File: src/rtl/cmpc_pkg.sv
package cmpc_pkg;
  typedef enum logic {
    EDGE_FALL = 1'b0,
    EDGE_RISE = 1'b1
  } edge_dir_e;
endpackage

File: src/rtl/cmpc_rst_sync.sv
module cmpc_rst_sync (
  input  logic clk,
  input  logic rst_n,
  output logic rst_n_sync
);
  logic [1:0] stg_q;
  logic [1:0] stg_d;

  always_comb begin
    stg_d = {stg_q[0], 1'b1};
  end

  always_ff @(posedge clk or negedge rst_n) begin
    if (!rst_n) stg_q <= 2'b00;
    else        stg_q <= stg_d;
  end

  assign rst_n_sync = stg_q[1];
endmodule

File: src/rtl/cmpc_sync.sv
module cmpc_sync #(
  parameter int STAGES = 2
) (
  input  logic clk,
  input  logic rst_n,
  input  logic d_in,
  output logic d_out
);
  logic [STAGES-1:0] chain_q;
  logic [STAGES-1:0] chain_d;

  generate
    if (STAGES == 1) begin : g_one
      always_comb chain_d = d_in;
    end else begin : g_many
      always_comb chain_d = {chain_q[STAGES-2:0], d_in};
    end
  endgenerate

  always_ff @(posedge clk or negedge rst_n) begin
    if (!rst_n) chain_q <= '0;
    else        chain_q <= chain_d;
  end

  assign d_out = chain_q[STAGES-1];
endmodule

File: src/rtl/cmpc_filter.sv
module cmpc_filter #(
  parameter int DLY_W = 4
) (
  input  logic             clk,
  input  logic             rst_n,
  input  logic             en,
  input  logic [DLY_W-1:0] dly_sel,
  input  logic             s_in,
  output logic             level,
  output logic             rise_p,
  output logic             fall_p
);
  localparam int CNT_W = DLY_W + 1;

  logic [CNT_W-1:0] win;
  logic [CNT_W-1:0] cnt_q, cnt_d;
  logic             lvl_q, lvl_d;
  logic             rise_q, rise_d;
  logic             fall_q, fall_d;

  // window length is twice the select value
  assign win = {dly_sel, 1'b0};

  always_comb begin
    lvl_d  = lvl_q;
    cnt_d  = cnt_q;
    rise_d = 1'b0;
    fall_d = 1'b0;
    if (!en) begin
      lvl_d = 1'b0;
      cnt_d = '0;
    end else if (s_in == lvl_q) begin
      cnt_d = '0;
    end else if (cnt_q >= win) begin
      lvl_d  = s_in;
      cnt_d  = '0;
      rise_d = s_in;
      fall_d = ~s_in;
    end else begin
      cnt_d = cnt_q + 1'b1;
    end
  end

  always_ff @(posedge clk or negedge rst_n) begin
    if (!rst_n) begin
      lvl_q  <= 1'b0;
      cnt_q  <= '0;
      rise_q <= 1'b0;
      fall_q <= 1'b0;
    end else begin
      lvl_q  <= lvl_d;
      cnt_q  <= cnt_d;
      rise_q <= rise_d;
      fall_q <= fall_d;
    end
  end

  assign level  = lvl_q;
  assign rise_p = rise_q;
  assign fall_p = fall_q;
endmodule

File: src/rtl/cmpc_irq.sv
module cmpc_irq (
  input  logic clk,
  input  logic rst_n,
  input  logic set_ev,
  input  logic clr,
  output logic flag
);
  logic flag_q, flag_d;

  // set has priority over a simultaneous clear
  always_comb begin
    flag_d = flag_q;
    if (clr)    flag_d = 1'b0;
    if (set_ev) flag_d = 1'b1;
  end

  always_ff @(posedge clk or negedge rst_n) begin
    if (!rst_n) flag_q <= 1'b0;
    else        flag_q <= flag_d;
  end

  assign flag = flag_q;
endmodule

File: src/rtl/cmpc_cond.sv
module cmpc_cond
  import cmpc_pkg::*;
#(
  parameter int DLY_W       = 4,
  parameter int SYNC_STAGES = 2
) (
  input  logic             clk,
  input  logic             rst_n,
  input  logic             en,
  input  logic [DLY_W-1:0] dly_sel,
  input  logic             edge_sel,
  input  logic             shrink_sel,
  input  logic             out_en,
  input  logic             tmr_out_en,
  input  logic             irq_clr,
  input  logic             raw_in,
  output logic             status,
  output logic             pin_out,
  output logic             pin_oe,
  output logic             irq,
  output logic             shrink_req
);
  logic      rst_n_int;
  logic      s_raw;
  logic      lvl;
  logic      rise_p, fall_p;
  logic      set_ev;
  edge_dir_e edge_dir;

  cmpc_rst_sync u_rst (
    .clk        (clk),
    .rst_n      (rst_n),
    .rst_n_sync (rst_n_int)
  );

  cmpc_sync #(.STAGES(SYNC_STAGES)) u_sync (
    .clk   (clk),
    .rst_n (rst_n_int),
    .d_in  (raw_in),
    .d_out (s_raw)
  );

  cmpc_filter #(.DLY_W(DLY_W)) u_filt (
    .clk     (clk),
    .rst_n   (rst_n_int),
    .en      (en),
    .dly_sel (dly_sel),
    .s_in    (s_raw),
    .level   (lvl),
    .rise_p  (rise_p),
    .fall_p  (fall_p)
  );

  assign edge_dir = edge_dir_e'(edge_sel);

  always_comb begin
    set_ev = 1'b0;
    if (en) begin
      case (edge_dir)
        EDGE_RISE: set_ev = rise_p;
        default:   set_ev = fall_p;
      endcase
    end
  end

  cmpc_irq u_irq (
    .clk    (clk),
    .rst_n  (rst_n_int),
    .set_ev (set_ev),
    .clr    (irq_clr),
    .flag   (irq)
  );

  assign status     = en & lvl;
  assign pin_oe     = out_en;
  assign pin_out    = out_en & status;
  assign shrink_req = en & shrink_sel & tmr_out_en & rise_p;
endmodule

File: config.mk
export PLATFORM = sky130hd
export DESIGN_NAME = cmpc_cond
export DESIGN_NICKNAME = d
export VERILOG_FILES = /design/src/rtl/cmpc_pkg.sv /design/src/rtl/cmpc_rst_sync.sv /design/src/rtl/cmpc_sync.sv /design/src/rtl/cmpc_filter.sv /design/src/rtl/cmpc_irq.sv /design/src/rtl/cmpc_cond.sv
export SDC_FILE = /design/constraint.sdc
export NUM_CORES = 1
export LEC_CHECK = 0
export ABC_CLOCK_PERIOD_IN_PS = 800
export BUFFER_PORTS_ARGS = -buffer_cell sky130_fd_sc_hd__buf_2
export CORE_UTILIZATION = 43
export DETAILED_ROUTE_END_ITERATION = 10
export PLACE_DENSITY = 0.71
export SLEW_MARGIN = 25
export SYNTH_ARGS = -nofsm -noshare
export SYNTH_HDL_FRONTEND = slang
export SYNTH_HIERARCHICAL = 1
export SYNTH_SLANG_ARGS = --single-unit
File: constraint.sdc
create_clock -name clk -period 0.8 [get_ports clk]
set_clock_uncertainty 0.1 [all_clocks]
set_input_delay 0.04 -clock clk [delete_from_list [all_inputs] [get_ports clk]]
set_output_delay 0.04 -clock clk [all_outputs]
set_load 0.02 [all_outputs]
==> flow_summary.toml <==
[detailed_routing]
vias = 518
dr.pass1.iters = 2
wl_um = 1330
route.detailed.drc = 0
ant_nets = 0
vias_per_cell = 4.84
drt_iter0_drc = 4
wl_per_cell_um = 12.4

[logic_synthesis]
synth.avg_cell_area_um2 = 11.0
yosys_warnings = 6
synthMostInstantiatedCell = "dfrtp_1"
synthFlopType = "dfrtp_1"
syn-cell-area_um2 = 614
ys_types = 22
async_reset_ff_frac = 1.00
synth-edff-count = 0
ys_seq_area_frac = 0.530
syn_inst = 56
synth_top_area_frac = 0.530
synth_nets = 74
synthTopCellsByCount = "dfrtp_1, inv_1, ha_1, nor2_1"
yosysTopAreaCell = "dfrtp_1"
ys_ff_latch = 13
yosys-top-cells-area = "dfrtp_1, ha_1, xor2_1, inv_1, mux2i_1"

[timing]
hold_viol_final = 2
period_share = 2.06
rsz0062_at_grt = "true"
holdWs_ns = -0.0151
fin_ws_ns = -0.847
slew_viol_final = 0
finalSetupViolCount = 13
min_period_ns = 1.65
fmax_mhz = 607

[placement]
hpwl_um = 860
io_buffers = 17
pre_cts_ws_ns = -0.876
dp.cells = 97
gp_congestion = 0.790

[floorplanning]
ios = 18
die_w_um = 39.8
rows = 13
die-area_um2 = 1580
initial_core_util = 0.466
die_height_um = 39.8
core_um2 = 1320

[final_layout]
syn_to_final_growth_pct = 55.6
multiInputGateArea_um2 = 318
regArea_um2 = 325
nNetsFinal = 111
drive_gt1_frac = 0.489
n_antenna_cell = 0
finalNonFillerCells = 107
n_fill_cell = 99

[global_routing]
grt_pass1_wl_um = 2000
grt_start_max_net_pins = 12
overflow = 0
grt_use_total = 0.208
antenna_found_initial = 0
grt_pass1_vias = 508

[hold_path]
hp-class = "input port to asynchronous set/reset pin"

[clocking]
cts_made_buffers = 3
clock_path_buffers = 2
cts_tree = "yes"
cts-htree-levels = 1
cts_hold_buffers = 3
clkSinkCount = 13
cts_root_buffer = "clkbuf_4"
path_clk_slew_ns = 0.07
clock_latency_ns = 0.26

[flow_run]
max_cap_viol_count = 0

[worst_setup_path]
critPathSlowestCell = "or4_4"
startpoint_type = "flop"
cp.required_ns = 0.90
arrival_ns = 1.74
r2r_start = "u_filt/cnt_q[2]"
crit_path_end_kind = "flop"
crit_chain = "ha_1 -> nand3_2 -> a21oi_2 -> or4_4 -> nor2_2"
rrSetupSlack_ns = -0.85
critPathMaxFanout = 5
critPathMaxStageDelay_ns = 0.53
critical_path_class = "flop to flop"
r2r_end = "u_filt/cnt_q[2]"
rr_worst_depth = 5

[power]
ir_drop_mv = 1.00
total_power_mw = 1.27
p_leak_nw = 0.493
powerDensity_nw_per_um2 = 1320

[status]
outcome = "finished, violations left"
violations = "negative hold slack, negative setup slack"
[layout by cell type (no fill, tap or decap), types with 2 or more instances in the layout]
| cell | synthesis | final |
|---|---|---|
| dlygate4sd3_1 | 0 | 3 |
| inv_1 | 6 | 6 |
| buf_4 | 1 | 11 |
| nand3_1 | 3 | 2 |
| a21oi_2 | 0 | 2 |
| xor2_1 | 3 | 3 |
| nor2b_1 | 2 | 2 |
| buf_6 | 0 | 6 |
| dfrtp_1 | 13 | 13 |
| mux2i_1 | 2 | 2 |
| clkbuf_4 | 0 | 3 |
| ha_1 | 5 | 3 |
| ha_4 | 0 | 2 |
| nand2_1 | 3 | 3 |
| buf_2 | 0 | 13 |
| nor2_1 | 5 | 4 |
[worst max-delay path: cells and delay by family (launching register included)]
| kind | cells | cell delay [ns] |
|---|---|---|
| AND/OR/NAND/NOR | 3 | 0.73 |
| adder cells (fa/ha/maj) | 1 | 0.31 |
| AO/OA/AOI/OAI | 1 | 0.04 |
| flip-flops | 1 | 0.40 |
[what timing repair did]
action | 4_1_cts | 5_1_grt
pin swaps | 8 | 1
endpoints found under the hold margin | 4 | 2
endpoints found under the setup margin | 13 | 13
resized for setup | 9 | 9
setup buffers | 1 | 2
[logic make-up after synthesis]
kind of cell             count (synthesis)  synth area share
AO/OA/AOI/OAI                            3            0.0285
AND/OR/NAND/NOR                         21             0.196
other                                    1           0.00610
adder cells (fa/ha/maj)                  5             0.102
flip-flops                              13             0.530
XOR/XNOR                                 4            0.0570
buffers and inverters                    7            0.0489
multiplexers                             2            0.0326
[routing by layer]
layer	share of wire	GRT usage	vias up
met1	0.38	0.199	238
met5	0	0	-
li1	-	-	257
met2	0.54	0.369	17
met3	0.048	0.0682	6
met4	0.032	0.138	0
[flip-flops by register name, indices dropped and copies added (netlist names)]
signal          cells
u_filt/cnt_q        5
u_rst/stg_q         2
u_sync/chain_q      2
u_filt/fall_p       1
u_filt/level        1
u_filt/rise_p       1
u_irq/flag          1
[per-stage QoR]
step / utilization / TNS, ns / cell area, um2 / hold slack, ns
2_1_floorplan: - / -6.37 / 626 / -0.356
3_3_place_gp: 0.605 / -6.66 / 797 / -0.274
3_5_place_dp: 0.605 / -6.91 / 797 / -0.272
4_1_cts: 0.690 / -7.68 / 910 / -0.0248
5_1_grt: 0.726 / -8.61 / 956 / -0.0116
6_report: 0.726 / -7.84 / 956 / -0.0151
[layout make-up]
type                       count  share of cell area
multi-input combinational     36               0.332
sequential                    13               0.340
tap                           15              0.0196
timing repair buffer          33               0.257
inverter                       6              0.0236
clock buffer                   4              0.0275
[worst max-delay path by stage]
stage,start,end,slack (ns),cells past startpoint
final,u_filt/cnt_q[2],u_filt/cnt_q[2],-0.85,5
after global routing,u_filt/cnt_q[3],u_filt/cnt_q[0],-0.91,5
after detailed placement,u_filt/cnt_q[3],u_filt/rise_p,-0.88,5
after CTS,u_filt/cnt_q[1],u_filt/cnt_q[2],-0.84,6
after floorplan,u_filt/cnt_q[3],u_filt/rise_p,-0.83,5
after global placement,u_filt/cnt_q[3],u_filt/rise_p,-0.83,5
[power by group]
part | switching, mW | total (mW) | internal, mW
Combinational | 0.0897 | 0.194 | 0.104
Clock | 0.195 | 0.387 | 0.192
Sequential | 0.00893 | 0.685 | 0.676
Total | 0.293 | 1.27 | 0.972
Note: power is estimated with default switching activity, not from simulation.
